`src/rtl/dma4_regfile.sv`:
```
module dma4_regfile #(
  parameter int LEN_W      = 16,
  parameter int PAGE_W     = 8,
  parameter int ELEM_BYTES = 1
) (
  input  logic                 clk,
  input  logic                 rst_n,
  input  logic                 reg_wr,
  input  logic                 reg_rd,
  input  logic                 reg_pgsel,
  input  logic [3:0]           reg_addr,
  input  logic [7:0]           reg_wdata,
  output logic [7:0]           reg_rdata,
  input  logic                 xfer_valid,
  output logic                 xfer_ready,
  input  logic [1:0]           xfer_ch,
  input  logic [LEN_W-1:0]     xfer_len,
  output logic                 xfer_done,
  output logic [LEN_W-1:0]     xfer_grant,
  output logic                 xfer_tc,
  output logic [PAGE_W+15:0]   mem_addr,
  output logic [1:0]           mem_kind,
  output logic                 mem_down
);
  localparam int AW  = 16;
  localparam int NCH = 4;

  logic [AW-1:0]     base_a [NCH];
  logic [AW-1:0]     base_c [NCH];
  logic [AW-1:0]     cur_a  [NCH];
  logic [AW-1:0]     cur_c  [NCH];
  logic [PAGE_W-1:0] page_q [NCH];
  logic [7:0]        mode_q [NCH];
  logic [3:0]        mask_q;
  logic [7:0]        stat_q;
  logic              ff_q;

  logic [1:0]    hch;
  logic [AW-1:0] hval;
  assign hch  = reg_addr[2:1];
  assign hval = reg_addr[0] ? cur_c[hch] : cur_a[hch];

  always_comb begin
    reg_rdata = 8'h00;
    if (reg_pgsel)
      reg_rdata = 8'(page_q[reg_addr[1:0]]);
    else if (!reg_addr[3])
      reg_rdata = ff_q ? hval[15:8] : hval[7:0];
    else if (reg_addr == 4'h8)
      reg_rdata = stat_q;
  end

  logic [7:0]    md;
  logic          ok, accept, hit;
  logic [AW-1:0] avail, grant, step, new_a, new_c;
  assign md     = mode_q[xfer_ch];
  assign ok     = !mask_q[xfer_ch] && md[7:6] == 2'b01 && md[3:2] != 2'b11;
  assign avail  = cur_c[xfer_ch];
  assign grant  = !ok ? '0 : (AW'(xfer_len) < avail ? AW'(xfer_len) : avail);
  assign step   = AW'(grant * ELEM_BYTES);
  assign new_a  = md[5] ? cur_a[xfer_ch] - step : cur_a[xfer_ch] + step;
  assign new_c  = avail - grant;
  assign hit    = grant != '0 && new_c == '0;
  assign xfer_ready = !xfer_done;
  assign accept = xfer_valid && xfer_ready;

  always_ff @(posedge clk) begin
    if (!rst_n) begin
      for (int i = 0; i < NCH; i++) begin
        base_a[i] <= '0; base_c[i] <= '0;
        cur_a[i]  <= '0; cur_c[i]  <= '0;
        page_q[i] <= '0; mode_q[i] <= '0;
      end
      mask_q     <= 4'hF;
      stat_q     <= '0;
      ff_q       <= 1'b0;
      xfer_done  <= 1'b0;
      xfer_grant <= '0;
      xfer_tc    <= 1'b0;
      mem_addr   <= '0;
      mem_kind   <= '0;
      mem_down   <= 1'b0;
    end else begin
      if (reg_rd && !reg_pgsel) begin
        if (!reg_addr[3]) ff_q <= !ff_q;
        else if (reg_addr == 4'h8) stat_q[3:0] <= '0;
      end

      if (reg_wr && reg_pgsel) begin
        page_q[reg_addr[1:0]] <= PAGE_W'(reg_wdata);
      end else if (reg_wr) begin
        if (!reg_addr[3]) begin
          ff_q <= !ff_q;
          if (reg_addr[0]) begin
            if (!ff_q) base_c[hch][7:0] <= reg_wdata;
            else begin
              base_c[hch][15:8] <= reg_wdata;
              cur_c[hch]        <= {reg_wdata, base_c[hch][7:0]};
            end
          end else begin
            if (!ff_q) base_a[hch][7:0] <= reg_wdata;
            else begin
              base_a[hch][15:8] <= reg_wdata;
              cur_a[hch]        <= {reg_wdata, base_a[hch][7:0]};
            end
          end
        end else begin
          case (reg_addr)
            4'h9: stat_q[{1'b1, reg_wdata[1:0]}] <= reg_wdata[2];
            4'hA: mask_q[reg_wdata[1:0]]         <= reg_wdata[2];
            4'hB: mode_q[reg_wdata[1:0]]         <= reg_wdata;
            4'hC: ff_q <= 1'b0;
            4'hD: begin ff_q <= 1'b0; mask_q <= 4'hF; end
            4'hE: mask_q <= 4'h0;
            4'hF: mask_q <= reg_wdata[3:0];
            default: ;
          endcase
        end
      end

      xfer_done <= accept;
      if (accept) begin
        xfer_grant <= LEN_W'(grant);
        xfer_tc    <= hit;
        mem_addr   <= {page_q[xfer_ch], cur_a[xfer_ch]};
        mem_kind   <= md[3:2];
        mem_down   <= md[5];
        if (grant != '0) begin
          cur_a[xfer_ch] <= new_a;
          cur_c[xfer_ch] <= new_c;
          if (hit) begin
            stat_q[{1'b0, xfer_ch}] <= 1'b1;
            stat_q[{1'b1, xfer_ch}] <= 1'b0;
            if (md[4]) begin
              cur_a[xfer_ch] <= base_a[xfer_ch];
              cur_c[xfer_ch] <= base_c[xfer_ch];
            end
          end
        end
      end else begin
        xfer_tc <= 1'b0;
      end
    end
  end
endmodule

```
`config.mk`:
```
export PLATFORM = sky130hd
export DESIGN_NAME = dma4_regfile
export DESIGN_NICKNAME = d
export VERILOG_FILES = /design/src/rtl/dma4_regfile.sv
export SDC_FILE = /design/constraint.sdc
export NUM_CORES = 1
export LEC_CHECK = 0
export ABC_CLOCK_PERIOD_IN_PS = 9900
export BUFFER_PORTS_ARGS = -buffer_cell sky130_fd_sc_hd__buf_2
export CAP_MARGIN = 30
export CORE_MARGIN = 2
export CORE_UTILIZATION = 35
export DETAILED_ROUTE_END_ITERATION = 6
export PLACE_DENSITY = 0.49
export SYNTH_ARGS = -nofsm -noshare
export SYNTH_HDL_FRONTEND = slang
export SYNTH_SLANG_ARGS = --single-unit
export TNS_END_PERCENT = 1
```
`constraint.sdc`:
```
create_clock -name clk -period 9.9 [get_ports clk]
set_input_delay 1.98 -clock clk [delete_from_list [all_inputs] [get_ports clk]]
set_output_delay 1.98 -clock clk [all_outputs]
set_load 0.1 [all_outputs]
```
==> Word level (Yosys, flattened, before mapping) <==
Memories as Yosys holds them, arrays and structs flattened. A register that Yosys moved wholly into a read port is not among the register bits.
Index checks and enable logic that the tools add are counted.
{ "word_totals": {"in_bits": 36, "latch_bits": 0, "elab_cells": 184, "out_inout_bits": 54, "mem_bits_rw": 320, "memories": 6, "mem_bits_ro": 0, "register_bits": 58} }
{ "op_classes": {"bitwise": 6, "shift": 0, "magnitude_cmp": 10, "eq_ne": 10, "multipliers": 0, "mux": 111, "n_reduce_logical": 29, "div_mod_pow": 0, "addsub": 3} }
{ "mem_list": {"columns": ["memory", "depth", "word_bits", "rd", "rd_clocked_by_memory_dff", "wr", "line", "text"], "rows": [
  ["base_a", 4, 16, 2, 0, 4, "28", "logic [AW-1:0] base_a [NCH];"],
  ["base_c", 4, 16, 2, 0, 4, "29", "logic [AW-1:0] base_c [NCH];"],
  ["cur_a", 4, 16, 2, 0, 4, "30", "logic [AW-1:0] cur_a [NCH];"],
  ["cur_c", 4, 16, 2, 0, 4, "31", "logic [AW-1:0] cur_c [NCH];"],
  ["mode_q", 4, 8, 1, 0, 4, "33", "logic [7:0] mode_q [NCH];"],
  ["page_q", 4, 8, 2, 1, 4, "32", "logic [PAGE_W-1:0] page_q [NCH];"]
]} }
{ "ops": {"columns": ["op", "n"], "rows": [
  ["16-bit 2-to-1 mux", 12],
  ["8-bit 2-to-1 mux", 14],
  ["16-bit OR reduction", 6],
  ["1-bit 2-to-1 mux", 63],
  ["4-bit == test (second input constant)", 8],
  ["16-bit subtractor", 2],
  ["2-bit 2-to-1 mux", 10],
  ["16-bit adder", 1],
  ["16-bit zero test", 1],
  ["16-bit less-than comparator", 1],
  ["4-bit 2-to-1 mux", 4],
  ["4-bit one-hot mux with 4 select lines", 1],
  ["16-bit nonzero test", 1],
  ["8-bit OR reduction", 2],
  ["1-bit logical AND", 10],
  ["8-bit bitwise AND", 1],
  ["8-bit bitwise mux", 1],
  ["1-bit demux with 2-bit select", 4],
  ["3-bit by 4-bit less-than comparator with 1-bit output (second input constant)", 2],
  ["8-bit inverter", 1],
  ["8-bit by 4-bit bitwise OR with 8-bit output", 1],
  ["3-bit by 1-bit >= comparator with 1-bit output (second input constant)", 2],
  ["2-bit by 3-bit less-than comparator with 1-bit output (second input constant)", 2],
  ["1-bit zero test", 5],
  ["other kinds (12)", 14]
]} }

==> Longest topological paths before layout <==
Gate-level depths: netlist (run 1).
{ "depth": {"word_depth": 17, "ltp_mapped": 29, "mapped_depth_nobuf": 24} }

==> Worst setup path before layout (run 1) <==
Ideal clock, no wire load.
{ "synth_path": {"kind": "input-to-reg", "start": "input xfer_ch[0]", "end": "memory cur_a[3][4], data pin", "n_path_buf": 7, "t_required_ns": 9.623, "arrival_ns": 8.034, "setup_time_ns": 0.277, "path_slack_ns": 1.589, "path_stages": 28, "path_cell_list": "buf_4 buf_6 buf_4 mux4_2 inv_1 ha_1 a21oi_1 nand3b_1 o32ai_1 a21oi_2 buf_2 buf_1 mux2i_1 nor2_1 inv_1 ha_1 nor2b_1 o21a_1 o211a_1 o31a_1 o211a_1 o41ai_2 xor2_2 or4_1 buf_2 nor2_4 buf_2 o311ai_0"} }
{ "synth_lines": {"columns": ["item", "line", "text"], "rows": [
  ["start: declaration", "16", "input logic [1:0] xfer_ch,"],
  ["end: declaration", "30", null]
]} }

==> metrics.txt, run 1 <==
status complete, no violations; Hold Violations, Final 0; share of cells above drive strength 1 0.178; area grow syn2layout 12.5%; Core Region 61700 sq um; vias in the first global route 16660; Slew Limit Fails 0; static leakage power 0.00889 uW; Initial Utilization 0.353; setup bufs post-CTS 0; top cells by area, synth edfxtp_1 (43%), mux4_2 (13%), dfxtp_1 (5.3%); Clock Pin Slew Worst Setup and Hold Paths 0.06 ns; min cycle time layout 8.79 ns; Main synth FF type edfxtp_1; Seq/Total Area, Yosys 0.483; Routed WL per cell 27.7 um; # setup viols final 0; pin count of the biggest net entering global routing 63; TNS Setup 0 ns; Via Count 17175; drt first pass iters 7; fin worst setup slack 1.11 ns; worst-case reg-to-reg path depth 22; endpoint type of the worst setup path register; max cap viols 0; depth of the worst hold-timing path 2; Req. time, crit path 10.19 ns; Final HPWL DP 54200 um; synth cell count leaders edfxtp_1 (312), nand2_1 (216), nand3_1 (139), nor2_1 (125), mux4_2 (124); Post-synth EDFFs 312; critical path class in -> reg; GRT Residual Overflow 0; crit start category input port; CP Max Fanout 55; Seq cells post-synth 370; Synth area leader edfxtp_1; Cell variety after synth 71; Post-Syn Area 21800 sq um; dominant cell by count in the synthesized netlist edfxtp_1; Die X 254 um; clock buffer depth 3; type of the tightest min-delay check reg -> reg; Synth Warn # 0; post-route clock period utilization 0.888; Max IR drop VDD 107 uV; drt via density 6.03; Num Clock Sinks 370; chip height 254 um; unrepaired setup endpoints after global routing no; routability cong. 0.920; Setup Slack @ Placement 0.614 ns; Post-Route WL 78800 um; power per cell area 181 nW/um^2; CTS buffer count 43; final net count 2061; diode count 0; H-tree levels 2; Antenna Violating Nets Remaining 0; CTS tree yes; Post-Syn Instances 1950; hold-fix buffer count after cts 0; Site Rows 91; final clock skew 0.0310 ns; Die ar. 64300 sq um; Slew @ Worst Pin 1.08 ns; worst skew pair latency 0.59 ns; top-area cell type share of the netlist area 0.430; Slew HR 0.272; drt drc 0; Data arrival, critical path 9.08 ns; port bufs 89; # IOs 90; first-pass GRT wire length 115000 um; Syn Nets 2034; Tot GR Track Use 0.245; Fmax 0.114 GHz; Root Buffer Master clkbuf_16; Iter 0 DRT Violations 2103; initial antenna violation count 2; asr flop ratio synth 0; Avg Cell Area, Syn 11.2 sq um; Resized cells post-CTS 0
[critical path, stage by stage]
cell      delay, ns
buf_6          0.35
mux4_2         0.63
inv_1          0.10
ha_1           0.26
a211oi_1       0.27
o21ai_0        0.17
nor3_1         0.33
a21o_1         0.68
nand2_1        0.10
o21ai_0        0.10
nand2_1        0.14
ha_1           0.36
nor2b_1        0.15
o21a_1         0.19
o21ai_1        0.28
a21oi_1        0.16
o311a_1        0.31
a311o_1        0.37
o21bai_1       0.21
or4_1          0.89
nor2_4         0.41
buf_12         0.31
o311ai_0       0.22
[per-stage QoR]
step | total power, uW | util | hold slack [ns] | instance area (sq um) | cells
finish | 4440 | 0.398 | 0.448 | 24500 | 2848
global route | 4570 | 0.398 | 0.464 | 24500 | 2848
CTS | 4430 | 0.398 | 0.451 | 24500 | 2846
detailed placement | 2820 | 0.375 | 0.443 | 23100 | 2767
global placement | 2820 | 0.373 | 0.440 | 23000 | 2759
floorplan | 2470 | - | 0.432 | 21800 | 1950
[layout by cell type, fill, tap and decap left out, types with 33 or more instances in the layout]
cell / n
edfxtp_1: 312
nand2_1: 212
nand3_1: 138
nor2_1: 125
mux4_2: 124
o21ai_0: 97
buf_2: 89
a21oi_1: 85
and2_1: 66
dfxtp_1: 58
inv_1: 52
and3_1: 50
buf_4: 47
ha_1: 46
clkbuf_16: 46
o311ai_0: 33
[state kept, by name (all words and copies together), names as in the netlist, named ones only]
signal,cells
base_a,64
base_c,64
cur_a,64
cur_c,64
ff_q,1
mem_addr,24
mem_down,1
mem_kind,2
mode_q,24
page_q,32
stat_q,8
xfer_done,1
xfer_grant,16
xfer_tc,1
[layer usage]
metal / track usage / routed length (um) / part of all wire / vias up
li1: - / - / - / 7551
met4: 0.0825 / 2700 / 0.034 / 0
met5: 0 / 0 / 0 / -
met1: 0.341 / 32900 / 0.42 / 8532
met2: 0.388 / 36100 / 0.46 / 954
met3: 0.0405 / 7100 / 0.090 / 138
[cell type report]
type | count | area (sq um)
Fill cell | 5988 | 37200
Sequential cell | 370 | 10500
Multi-Input combinational cell | 1361 | 10400
Clock buffer | 58 | 1210
Timing Repair Buffer | 145 | 935
Inverter | 56 | 210
Clock inverter | 21 | 191
Tap cell | 837 | 1050
[power by group]
group	leakage, uW	total [uW]	switching [uW]	internal, uW
logic	0.00456	1020	716	299
registers	0.00364	1800	38.7	1760
clock network	0.000685	1620	681	938
total	0.00889	4440	1440	3000
[final timing paths]
kind	endpoint	start	slack, ns
hold reg to reg	mem_addr[1]	mem_addr[1]	0.45
hold / removal	mem_addr[1]	mem_addr[1]	0.45
setup / recovery	cur_a[2][10]	xfer_ch[0]	1.11
setup reg to reg	cur_a[2][10]	cur_c[3][7]	2.63
[cells by family (layout without fill, tap and decap cells)]
logic type	count (synthesis)	count (layout)	synth area share
simple gates	775	775	0.185
compound gates	346	346	0.104
buf+inv	219	280	0.0413
flops	370	370	0.483
fa+ha+maj	48	48	0.0282
mux	158	158	0.144
xor+xnor	34	34	0.0146
Power figures use the tool's default switching activity.
==> run 2, diff against run 1 <==
--- a/config.mk
+++ b/config.mk
@@ -8,10 +8,13 @@
 export ABC_CLOCK_PERIOD_IN_PS = 9900
 export BUFFER_PORTS_ARGS = -buffer_cell sky130_fd_sc_hd__buf_2
 export CAP_MARGIN = 30
+export CELL_PAD_IN_SITES_DETAIL_PLACEMENT = 2
+export CELL_PAD_IN_SITES_GLOBAL_PLACEMENT = 2
 export CORE_MARGIN = 2
 export CORE_UTILIZATION = 35
 export DETAILED_ROUTE_END_ITERATION = 6
-export PLACE_DENSITY = 0.49
+export PLACE_DENSITY = 0.67
+export SLEW_MARGIN = 15
 export SYNTH_ARGS = -nofsm -noshare
 export SYNTH_HDL_FRONTEND = slang
 export SYNTH_SLANG_ARGS = --single-unit
==> run 2 against run 1 <==
  * First-iteration DRC count is 25% lower
  * Count of clock-buffer cells in the layout is 5 higher
  * Largest cell class unchanged
  * Critical path depth is 1 higher
  * Highest routed layer is now met5
  * Critical path type unchanged
  * Critical endpoint is now cur_a[3][4]
  * Die area stayed put
==> metrics.txt, run 2 (same netlist as run 1, synthesis figures left out) <==
pin count of the biggest net entering global routing 89; setup bufs post-CTS 0; post-route clock period utilization 0.863; Root Buffer Master clkbuf_16; Via Count 17651; CTS buffer count 44; Iter 0 DRT Violations 1570; Die X 254 um; Post-Route WL 88700 um; Num Clock Sinks 370; WL met3 6070 um; min cycle time layout 8.54 ns; routability cong. 0.846; CTS tree yes; DP Cell Count 2778; final clock skew 0.0252 ns; crit start category input port; unrepaired setup endpoints after global routing no; CP Max Fanout 54; TNS Setup 0 ns; vias in the first global route 18560; clock buffer depth 3; critical path class in -> reg; hold-fix buffer count after cts 0; DR WL met2 41100 um; Req. time, crit path 10.20 ns; Slew HR 0.317; first-pass GRT wire length 131000 um; drt drc 0; Slew Limit Fails 0; share of cells above drive strength 1 0.184; Data arrival, critical path 8.84 ns; initial antenna violation count 2; Hold Violations, Final 0; Initial Utilization 0.353; status complete, no violations; commonest non-fill, non-tap cell in the layout edfxtp_1; static leakage power 0.00894 uW; area grow syn2layout 12.9%; H-tree levels 2; Final HPWL DP 61800 um; GRT Residual Overflow 0; Fmax 0.117 GHz; commonest non-fill, non-tap cells in the layout edfxtp_1 (312), nand2_1 (212), nand3_1 (138), nor2_1 (125), mux4_2 (124); type of the tightest min-delay check reg -> reg; Clock Pin Slew Worst Setup and Hold Paths 0.06 ns; Highest Signal Layer met5; Core Region 61700 sq um; power per cell area 178 nW/um^2; Metal-1 WL 38900 um; port bufs 89; Routed WL per cell 30.9 um; Tot GR Track Use 0.279; Fill cells 6468; Antenna Violating Nets Remaining 0; Resized cells post-CTS 0; Slew @ Worst Pin 1.02 ns; drt first pass iters 5; max cap viols 0; # IOs 90; final net count 2078; Die ar. 64300 sq um; Max IR drop VDD 116 uV; drt via density 6.16; worst skew pair latency 0.60 ns; chip height 254 um; # setup viols final 0; Final Instance Count excl. Fillers 2867; endpoint type of the worst setup path register; Site Rows 91
==> run 2: cell types whose count changed in the layout (fill, tap and decap cells not counted), sizes merged <==
cell and delta:
bufinv -3, clkbuf +5, buf +16, clkinv -1, diode +2
==> run 2: cell type report <==
class	count	area, sq um	area share
timing repair buffer	161	1100	0.0445
tap	837	1050	0.0425
clock inverter	17	113	0.00457
multi-input combinational	1361	10400	0.423
clock buffer	63	1200	0.0488
sequential	370	10500	0.428
antenna	2	5.00	0.000203
inverter	56	210	0.00853
==> run 2: per-stage QoR <==
stage / hold WS [ns] / power [uW] / utilization / setup WS [ns] / cell area, sq um
after detailed placement: 0.449 / 2860 / 0.376 / 0.766 / 23200
after floorplan: 0.432 / 2470 / - / 1.59 / 21800
after global placement: 0.439 / 2820 / 0.375 / 0.973 / 23100
final: 0.455 / 4390 / 0.399 / 1.36 / 24600
after CTS: 0.459 / 4400 / 0.398 / 1.38 / 24500
after global routing: 0.481 / 4530 / 0.399 / 0.866 / 24600
==> run 2: final timing paths <==
path | start | to | slack, ns | depth (start not counted)
max | xfer_ch[0] | cur_a[3][4] | 1.36 | 24
min | mem_addr[3] | mem_addr[3] | 0.45 | 2
max reg2reg | cur_c[3][14] | cur_a[3][4] | 2.88 | 23
min reg2reg | mem_addr[3] | mem_addr[3] | 0.45 | 2
==> run 2: where the power goes <==
group,internal [uW],leakage [uW],switching (uW)
clock,849,0.000646,696
sequential,1760,0.00364,42.8
combinational,308,0.00465,733
==> run 2: worst max-delay path, cell delays in order <==
cell and delay (ns):
buf_6 0.41, mux4_2 0.63, inv_1 0.10, ha_1 0.27
a21oi_1 0.21, nand3b_1 0.14, o32ai_1 0.54, a21oi_2 0.16
buf_4 0.26, mux2i_1 0.15, nor2_1 0.35, inv_1 0.15
ha_1 0.41, a21o_1 0.21, a21oi_1 0.23, o21ai_0 0.17
o211a_1 0.20, o41ai_2 0.38, xor2_2 0.21, or4_1 0.56
buf_4 0.24, nor2_4 0.30, buf_12 0.30, o311ai_0 0.21
==> run 2: per-layer routing <==
layer,up-vias,global-route usage
met4,2,0.0770
met1,9258,0.391
li1,7585,-
met3,133,0.0453
met2,673,0.447
met5,-,0
